--- config.mk ---
export PLATFORM = sky130hd
export DESIGN_NAME = cfg_access_router
export DESIGN_NICKNAME = d
export VERILOG_FILES = /design/src/rtl/cfg_router_pkg.sv /design/src/rtl/cfg_addr_decode.sv /design/src/rtl/cfg_hdr_regs.sv /design/src/rtl/cfg_access_router.sv
export SDC_FILE = /design/constraint.sdc
export NUM_CORES = 2
export LEC_CHECK = 0
export ABC_AREA = 1
export BUFFER_PORTS_ARGS = -buffer_cell sky130_fd_sc_hd__buf_2
export CAP_MARGIN = 5
export CORE_MARGIN = 8
export CORE_UTILIZATION = 43
export DETAILED_ROUTE_END_ITERATION = 8
export GPL_TIMING_DRIVEN = 0
export SLEW_MARGIN = 20
export SYNTH_ARGS = -nofsm -noshare
export SYNTH_HDL_FRONTEND = slang
export SYNTH_SLANG_ARGS = --single-unit
export TNS_END_PERCENT = 50
--- constraint.sdc ---
create_clock -name clk -period 4.7 [get_ports clk]
set_input_delay 0 -clock clk [delete_from_list [all_inputs] [get_ports clk]]
set_output_delay 0 -clock clk [all_outputs]
set_load 0.01 [all_outputs]
--- src/rtl/cfg_router_pkg.sv ---
package cfg_router_pkg;

  localparam int HDR_BYTES = 256;

  typedef enum logic [1:0] {ST_IDLE, ST_DEV, ST_IO, ST_RESP} rtr_state_t;

  typedef enum logic [2:0] {
    ACT_ADDR_WR, ACT_ZERO, ACT_ERR, ACT_HDR, ACT_DEV, ACT_IO
  } rtr_action_t;

  typedef struct packed {
    logic       en;
    logic [7:0] bus;
    logic [4:0] dev;
    logic [2:0] fn;
    logic [7:0] reg_off;
  } cfg_fields_t;

  function automatic logic size_legal(logic [2:0] sz);
    return (sz == 3'd1) || (sz == 3'd2) || (sz == 3'd4);
  endfunction

  // bit position of byte k of a big-endian access of size sz
  function automatic int lane_shift(logic [2:0] sz, int k);
    int sh;
    sh = 8 * (int'(sz) - 1 - k);
    if (sh < 0) sh = 0;
    if (sh > 24) sh = 24;
    return sh;
  endfunction

endpackage

--- src/rtl/cfg_addr_decode.sv ---
module cfg_addr_decode
  import cfg_router_pkg::*;
(
  input  logic [31:0] cfg_addr,
  output cfg_fields_t fields,
  output logic        own_hdr
);
  logic unused_addr_bits;

  always_comb begin
    fields.en      = cfg_addr[7];
    fields.bus     = cfg_addr[15:8];
    fields.dev     = cfg_addr[23:19];
    fields.fn      = cfg_addr[18:16];
    fields.reg_off = {cfg_addr[31:26], 2'b00};
    own_hdr        = (fields.dev == 5'd0) && (fields.fn == 3'd0);
  end

  assign unused_addr_bits = ^{cfg_addr[6:0], cfg_addr[25:24]};
endmodule

--- src/rtl/cfg_hdr_regs.sv ---
module cfg_hdr_regs
  import cfg_router_pkg::*;
(
  input  logic        clk,
  input  logic        rst_n,
  input  logic        wr_en,
  input  logic [7:0]  offset,
  input  logic [2:0]  size,
  input  logic [31:0] wdata,
  output logic [31:0] rdata
);
  logic [7:0] mem [HDR_BYTES];

  always_ff @(posedge clk) begin
    if (!rst_n) begin
      for (int i = 0; i < HDR_BYTES; i++) mem[i] <= 8'h00;
    end else if (wr_en) begin
      for (int k = 0; k < 4; k++) begin
        if (k < int'(size))
          mem[offset + 8'(k)] <= wdata[lane_shift(size, k) +: 8];
      end
    end
  end

  always_comb begin
    rdata = '0;
    if (size_legal(size)) begin
      for (int k = 0; k < 4; k++) begin
        if (k < int'(size))
          rdata[lane_shift(size, k) +: 8] = mem[offset + 8'(k)];
      end
    end
  end


  hdr_size_chk: assert property (@(posedge clk) disable iff (!rst_n)
    wr_en |-> size_legal(size));
endmodule

--- src/rtl/cfg_access_router.sv ---
module cfg_access_router
  import cfg_router_pkg::*;
#(
  parameter int ADDR_W    = 22,
  parameter int IO_W      = 16,
  parameter int NUM_DEV   = 32,
  parameter int DATA_SPLIT = 32'h0020_0000
) (
  input  logic                clk,
  input  logic                rst_n,
  input  logic                req_valid,
  output logic                req_ready,
  input  logic                req_space,
  input  logic                req_write,
  input  logic [ADDR_W-1:0]   req_offset,
  input  logic [2:0]          req_size,
  input  logic [31:0]         req_wdata,
  output logic                rsp_valid,
  input  logic                rsp_ready,
  output logic [31:0]         rsp_rdata,
  output logic                dev_req_valid,
  output logic                dev_req_write,
  output logic [4:0]          dev_req_num,
  output logic [2:0]          dev_req_func,
  output logic [7:0]          dev_req_reg,
  output logic [2:0]          dev_req_size,
  output logic [31:0]         dev_req_wdata,
  input  logic [NUM_DEV-1:0]  dev_present,
  input  logic                dev_ack,
  input  logic [31:0]         dev_rdata,
  output logic                io_req_valid,
  output logic                io_req_write,
  output logic [IO_W-1:0]     io_req_addr,
  output logic [2:0]          io_req_size,
  output logic [31:0]         io_req_wdata,
  input  logic                io_ack,
  input  logic                io_nak,
  input  logic [31:0]         io_rdata,
  output logic                err_pulse,
  output logic                unmapped_pulse
);
  localparam logic [ADDR_W-1:0] SPLIT_OFF = ADDR_W'(DATA_SPLIT);

  rtr_state_t  state;
  rtr_action_t act;
  cfg_fields_t fld;
  logic        own_hdr;
  logic [31:0] cfg_addr;
  logic [31:0] hdr_rdata;
  logic        hdr_wr;
  logic        accept;
  logic        in_data_win;

  cfg_addr_decode u_dec (
    .cfg_addr (cfg_addr),
    .fields   (fld),
    .own_hdr  (own_hdr)
  );

  cfg_hdr_regs u_hdr (
    .clk    (clk),
    .rst_n  (rst_n),
    .wr_en  (hdr_wr),
    .offset (fld.reg_off),
    .size   (req_size),
    .wdata  (req_wdata),
    .rdata  (hdr_rdata)
  );

  assign req_ready   = (state == ST_IDLE);
  assign rsp_valid   = (state == ST_RESP);
  assign accept      = req_valid && req_ready;
  assign in_data_win = (req_offset >= SPLIT_OFF);
  assign hdr_wr      = accept && (act == ACT_HDR) && req_write;

  always_comb begin
    if (req_space)                                  act = ACT_IO;
    else if (!in_data_win)                          act = req_write ? ACT_ADDR_WR : ACT_ZERO;
    else if (!fld.en)                               act = ACT_ZERO;
    else if (fld.bus != 8'd0 || !size_legal(req_size)) act = ACT_ERR;
    else if (own_hdr)                               act = ACT_HDR;
    else if (!dev_present[fld.dev])                 act = ACT_ERR;
    else                                            act = ACT_DEV;
  end

  always_ff @(posedge clk) begin
    if (!rst_n) begin
      state          <= ST_IDLE;
      cfg_addr       <= '0;
      rsp_rdata      <= '0;
      err_pulse      <= 1'b0;
      unmapped_pulse <= 1'b0;
      dev_req_valid  <= 1'b0;
      dev_req_write  <= 1'b0;
      dev_req_num    <= '0;
      dev_req_func   <= '0;
      dev_req_reg    <= '0;
      dev_req_size   <= '0;
      dev_req_wdata  <= '0;
      io_req_valid   <= 1'b0;
      io_req_write   <= 1'b0;
      io_req_addr    <= '0;
      io_req_size    <= '0;
      io_req_wdata   <= '0;
    end else begin
      err_pulse      <= 1'b0;
      unmapped_pulse <= 1'b0;
      unique case (state)
        ST_IDLE: if (accept) begin
          rsp_rdata <= '0;
          unique case (act)
            ACT_ADDR_WR: begin cfg_addr <= req_wdata; state <= ST_RESP; end
            ACT_ZERO:    state <= ST_RESP;
            ACT_ERR:     begin err_pulse <= 1'b1; state <= ST_RESP; end
            ACT_HDR: begin
              if (!req_write) rsp_rdata <= hdr_rdata;
              state <= ST_RESP;
            end
            ACT_DEV: begin
              dev_req_valid <= 1'b1;
              dev_req_write <= req_write;
              dev_req_num   <= fld.dev;
              dev_req_func  <= fld.fn;
              dev_req_reg   <= fld.reg_off;
              dev_req_size  <= req_size;
              dev_req_wdata <= req_wdata;
              state         <= ST_DEV;
            end
            default: begin
              io_req_valid <= 1'b1;
              io_req_write <= req_write;
              io_req_addr  <= req_offset[IO_W-1:0];
              io_req_size  <= req_size;
              io_req_wdata <= req_wdata;
              state        <= ST_IO;
            end
          endcase
        end
        ST_DEV: if (dev_ack) begin
          dev_req_valid <= 1'b0;
          rsp_rdata     <= dev_req_write ? 32'd0 : dev_rdata;
          state         <= ST_RESP;
        end
        ST_IO: begin
          if (io_ack) begin
            io_req_valid <= 1'b0;
            rsp_rdata    <= io_req_write ? 32'd0 : io_rdata;
            state        <= ST_RESP;
          end else if (io_nak) begin
            io_req_valid   <= 1'b0;
            unmapped_pulse <= 1'b1;
            state          <= ST_RESP;
          end
        end
        default: if (rsp_ready) state <= ST_IDLE;
      endcase
    end
  end


  rsp_hold_chk: assert property (@(posedge clk) disable iff (!rst_n)
    rsp_valid && !rsp_ready |=> rsp_valid && $stable(rsp_rdata));

  busy_chk: assert property (@(posedge clk) disable iff (!rst_n)
    req_ready |-> !rsp_valid && !dev_req_valid && !io_req_valid);

  dev_hold_chk: assert property (@(posedge clk) disable iff (!rst_n)
    dev_req_valid && !dev_ack |=> dev_req_valid && $stable(dev_req_num));

  dev_present_chk: assert property (@(posedge clk) disable iff (!rst_n)
    $rose(dev_req_valid) |-> dev_present[dev_req_num]);

  err_single_chk: assert property (@(posedge clk) disable iff (!rst_n)
    err_pulse |=> !err_pulse);

  io_unmap_chk: assert property (@(posedge clk) disable iff (!rst_n)
    unmapped_pulse |-> rsp_valid && (rsp_rdata == 32'd0));
endmodule

==> reports/summary.log <==
qor: status.result_of_the_run finished, violations left
qor: status.violated_checks setup timing
qor: global_routing.number_of_antenna_violations_at_the_first_check_in_global_routing 61
qor: synthesis.synth-async-reset-ratio 0%
qor: critical_path.r2r_start cfg_addr[28]$_SDFFE_PN0P_
qor: floorplan.die_outline_area 0.259 sq mm
qor: pwr.switchingPower 15.2 mW
qor: pwr.p_int 34.5 mW
qor: timing.worst_slew_pin_slew 1.35 ns
qor: timing.timing.final.ws_setup -0.398 ns
qor: timing.holdWs 0.0967 ns
qor: floorplan.core_box_area 0.243 sq mm
qor: cells_and_area.regMostFlops u_hdr.mem
qor: floorplan.die-width 509 um
qor: placement.port_buffers 295
qor: global_routing.wire_length_of_the_first_global_routing_pass 742000 um
qor: critical_path.timing.critical_path.fanout_max 9
qor: synthesis.synth.largest_area_cell sky130_fd_sc_hd__edfxtp_1
qor: cells_and_area.fin_nets 11700
qor: placement.place_congestion 1.06
qor: routing.antenna_violating_nets_post_route 0
qor: synthesis.synth_enable_flop_cells 2048
qor: floorplan.initial_core_utilization 43.1%
qor: clock_tree.ctsLongestPathBuffers 3
qor: floorplan.floorplan.rows 181
qor: global_routing.first_global_vias 85600
qor: timing.report.final.hold_viol_count 0
qor: worst_hold_path.hp-start req_valid
qor: floorplan.die_height 509 um
qor: timing.timing.final.max_slew_violations 0
qor: placement.place_worst_setup_slack -1.27 ns
qor: clock_tree.cts_htree_levels 4
qor: synthesis.number_of_unique_standard_cell_types_used_by_synthesis 46
qor: synthesis.yosys_register_bits 2217
qor: synthesis.synthCells 10700
qor: synthesis.ys_seq_area_share 62.1%
qor: timing.layout_worst_path_cycle_share 108%
qor: run.max_cap_violations 0
qor: clock_tree.clock_tree_from_tritoncts yes
qor: critical_path.setup.worst_path.start_class flop
qor: critical_path.cell_with_the_largest_stage_delay_on_the_worst_path sky130_fd_sc_hd__nor2_4
qor: timing.slew_headroom 10.1%
qor: synthesis.synth_top_flop_cell sky130_fd_sc_hd__edfxtp_1
qor: routing.vias 95000
qor: synthesis.synth_area_per_cell 9.77 sq um
qor: clock_tree.cts_clk_pin_slew_worst_paths 0.06 ns
qor: timing.setup_viol 373
qor: floorplan.top_level_ports 304
qor: critical_path.cells_traversed_along_the_worst_timing_path inv_1 > nand2_1 > nor2_1 > inv_1 > nor2_4 > nand3_2 > nand2_1
qor: clock_tree.clk_latency 0.96 ns
qor: clock_tree.numCtsBuffers 237
qor: pwr.power_leakage 49.1 nW
qor: worst_hold_path.holdPathStages 5
qor: routing.initialDrtViolationCount 18000
qor: timing.grt_setup_unrepaired yes
qor: synthesis.yosysWarningCount 0
qor: synthesis.synthDominantCellAreaShare 58.8%
qor: routing.vias_per_cell 6.34
qor: clock_tree.cts.sinks 2217
qor: cells_and_area.drive_gt1_share 17.6%
qor: synthesis.yosys.cell_count.top_type sky130_fd_sc_hd__nor2_1
qor: timing.final.min_clock_period 5.10 ns
qor: pwr.power_frac_seq 45.5%
qor: global_routing.grt_use_total 42.3%
qor: worst_hold_path.min_path_type input pin to flop
qor: cells_and_area.largest_register_ffs 2048
qor: critical_path.timing.critical_path.required 5.27 ns
qor: critical_path.reg2reg_depth 7
qor: synthesis.post_synth_main_area_contributors sky130_fd_sc_hd__edfxtp_1 (59%), sky130_fd_sc_hd__nor2_1 (10%), sky130_fd_sc_hd__nand2_1 (7.1%)
qor: global_routing.grt_max_degree 22
qor: synthesis.synth.cell_area 0.105 sq mm
qor: routing.wl_per_cell 37.9 um
qor: critical_path.critical_path_arrival 5.67 ns
qor: timing.upper_clock_frequency_limit 0.196 GHz
qor: pwr.clkPwrFrac 38.2%
qor: pwr.power_switching_share 30.5%
qor: placement.dp_hpwl 404000 um
qor: pwr.p_per_area 405 mW/mm^2
qor: critical_path.critPathKind flop to flop
qor: routing.routed_wl 568000 um
qor: cells_and_area.area_delta_synth_final 17.3%
qor: pwr.power_frac_comb 16.3%
qor: timing.clock_skew 0.0659 ns
qor: clock_tree.cts.root.buffer_cell sky130_fd_sc_hd__clkbuf_16
qor: synthesis.synth_top_cells_by_count sky130_fd_sc_hd__nor2_1 (2885), sky130_fd_sc_hd__edfxtp_1 (2048), sky130_fd_sc_hd__nand2_1 (1973), sky130_fd_sc_hd__nand3_1 (577), sky130_fd_sc_hd__nor2_2 (503)
qor: routing.drt-pass1-iter-count 8
qor: global_routing.globalRouteOverflowTotal 0
qor: critical_path.worst_path_largest_cell_delay 0.95 ns
qor: critical_path.setup_crit_end_kind flop
qor: critical_path.worstSetupStartpoint cfg_addr[28]$_SDFFE_PN0P_
qor: routing.remaining_drc_errors 0
qor: pwr.peakVddDrop 371 uV
metrics by stage:
step                       TNS, ns  instances  total power [mW]  instance area, sq um  utilization (%)
after floorplan                  0      10700              26.4                105000                -
after global placement    -4612.08      14200              29.9                110000             45.4
after detailed placement   -754.33      14300              30.2                113000             46.4
after CTS                        0      14900              48.9                122000             50.3
after global routing        -0.140      14900              50.3                122000             50.5
final                       -36.97      15000              49.6                123000             50.5
power groups by stage:
stage / Sequential, mW / Combinational (mW) / Clock (mW)
finish: 22.6 / 8.09 / 18.9
floorplan: 23.0 / 3.48 / 0
global placement: 23.0 / 6.92 / 0
global route: 22.6 / 8.19 / 19.5
detailed placement: 23.0 / 7.24 / 0
CTS: 22.6 / 7.58 / 18.7
metal layers:
layer / vias up / part of all wire (%) / track usage, %
met3: 2032 / 15 / 16.7
met4: 32 / 9.5 / 33.2
met5: - / 0.095 / 0.413
met1: 46600 / 35 / 52.7
li1: 37700 / - / -
met2: 8604 / 40 / 58.4
what timing repair did:
| action | in CTS | in global routing |
|---|---|---|
| endpoints found under the setup margin | 553 | 316 |
| hold buffers | 170 | 0 |
| buffers inserted | 5 | 6 |
| hold endpoints to repair | 230 | 0 |
| pin swaps | 2 | 3 |
| gates resized for setup | 50 | 53 |
cells by family after synthesis:
kind of cell	count (synthesis)	share of synthesized area, %
and+or+nand+nor	6236	26.9
adders and majority gates	32	0.383
DFF	2217	62.1
other	2	0.00719
buffers and inverters	1056	4.51
muxes	1	0.00958
xor gates and xnor gates	1	0.00838
AOI/OAI and AO/OA	1147	6.09
cells in the final DEF (no fill, tap or decap), types with 40 or more instances in the layout:
| master | n |
|---|---|
| sky130_fd_sc_hd__a21oi_1 | 242 |
| sky130_fd_sc_hd__buf_12 | 47 |
| sky130_fd_sc_hd__buf_16 | 40 |
| sky130_fd_sc_hd__buf_2 | 580 |
| sky130_fd_sc_hd__clkbuf_1 | 281 |
| sky130_fd_sc_hd__clkbuf_16 | 240 |
| sky130_fd_sc_hd__clkbuf_2 | 94 |
| sky130_fd_sc_hd__clkinv_1 | 55 |
| sky130_fd_sc_hd__clkinv_2 | 45 |
| sky130_fd_sc_hd__dfxtp_1 | 169 |
| sky130_fd_sc_hd__diode_2 | 70 |
| sky130_fd_sc_hd__dlygate4sd3_1 | 170 |
| sky130_fd_sc_hd__edfxtp_1 | 2048 |
| sky130_fd_sc_hd__inv_1 | 345 |
| sky130_fd_sc_hd__nand2_1 | 1966 |
| sky130_fd_sc_hd__nand3_1 | 577 |
| sky130_fd_sc_hd__nand3_2 | 95 |
| sky130_fd_sc_hd__nand3_4 | 145 |
| sky130_fd_sc_hd__nor2_1 | 2811 |
| sky130_fd_sc_hd__nor2_2 | 535 |
| sky130_fd_sc_hd__nor2_4 | 42 |
| sky130_fd_sc_hd__o21ai_0 | 479 |
| sky130_fd_sc_hd__o22ai_1 | 353 |
cell type report:
type,count,area (sq um)
clock inverter,131,1230
fill,22300,120000
clock buffer,308,6410
timing repair buffer,577,5420
inverter,359,1350
antenna,70,175
sequential,2217,64900
multi-input combinational,7420,35500
tap,3202,4010
buffer,697,3610
worst max-delay path, delay by kind of cell, from the launching register on:
| kind | cells | cell delay, ns |
|---|---|---|
| flops | 1 | 0.39 |
| buf+inv | 2 | 1.00 |
| simple gates | 5 | 3.30 |
final timing paths:
check	end	slack, ns
worst max-delay path	u_hdr.mem[168][2]$_SDFFCE_PN0P_	-0.40
worst min register to register	dev_req_valid$_SDFFE_PN0P_	0.50
worst max register to register	u_hdr.mem[168][2]$_SDFFCE_PN0P_	-0.40
worst min-delay path	dev_req_num[3]$_SDFFE_PN0P_	0.1
(Power assumes the default switching activity.)
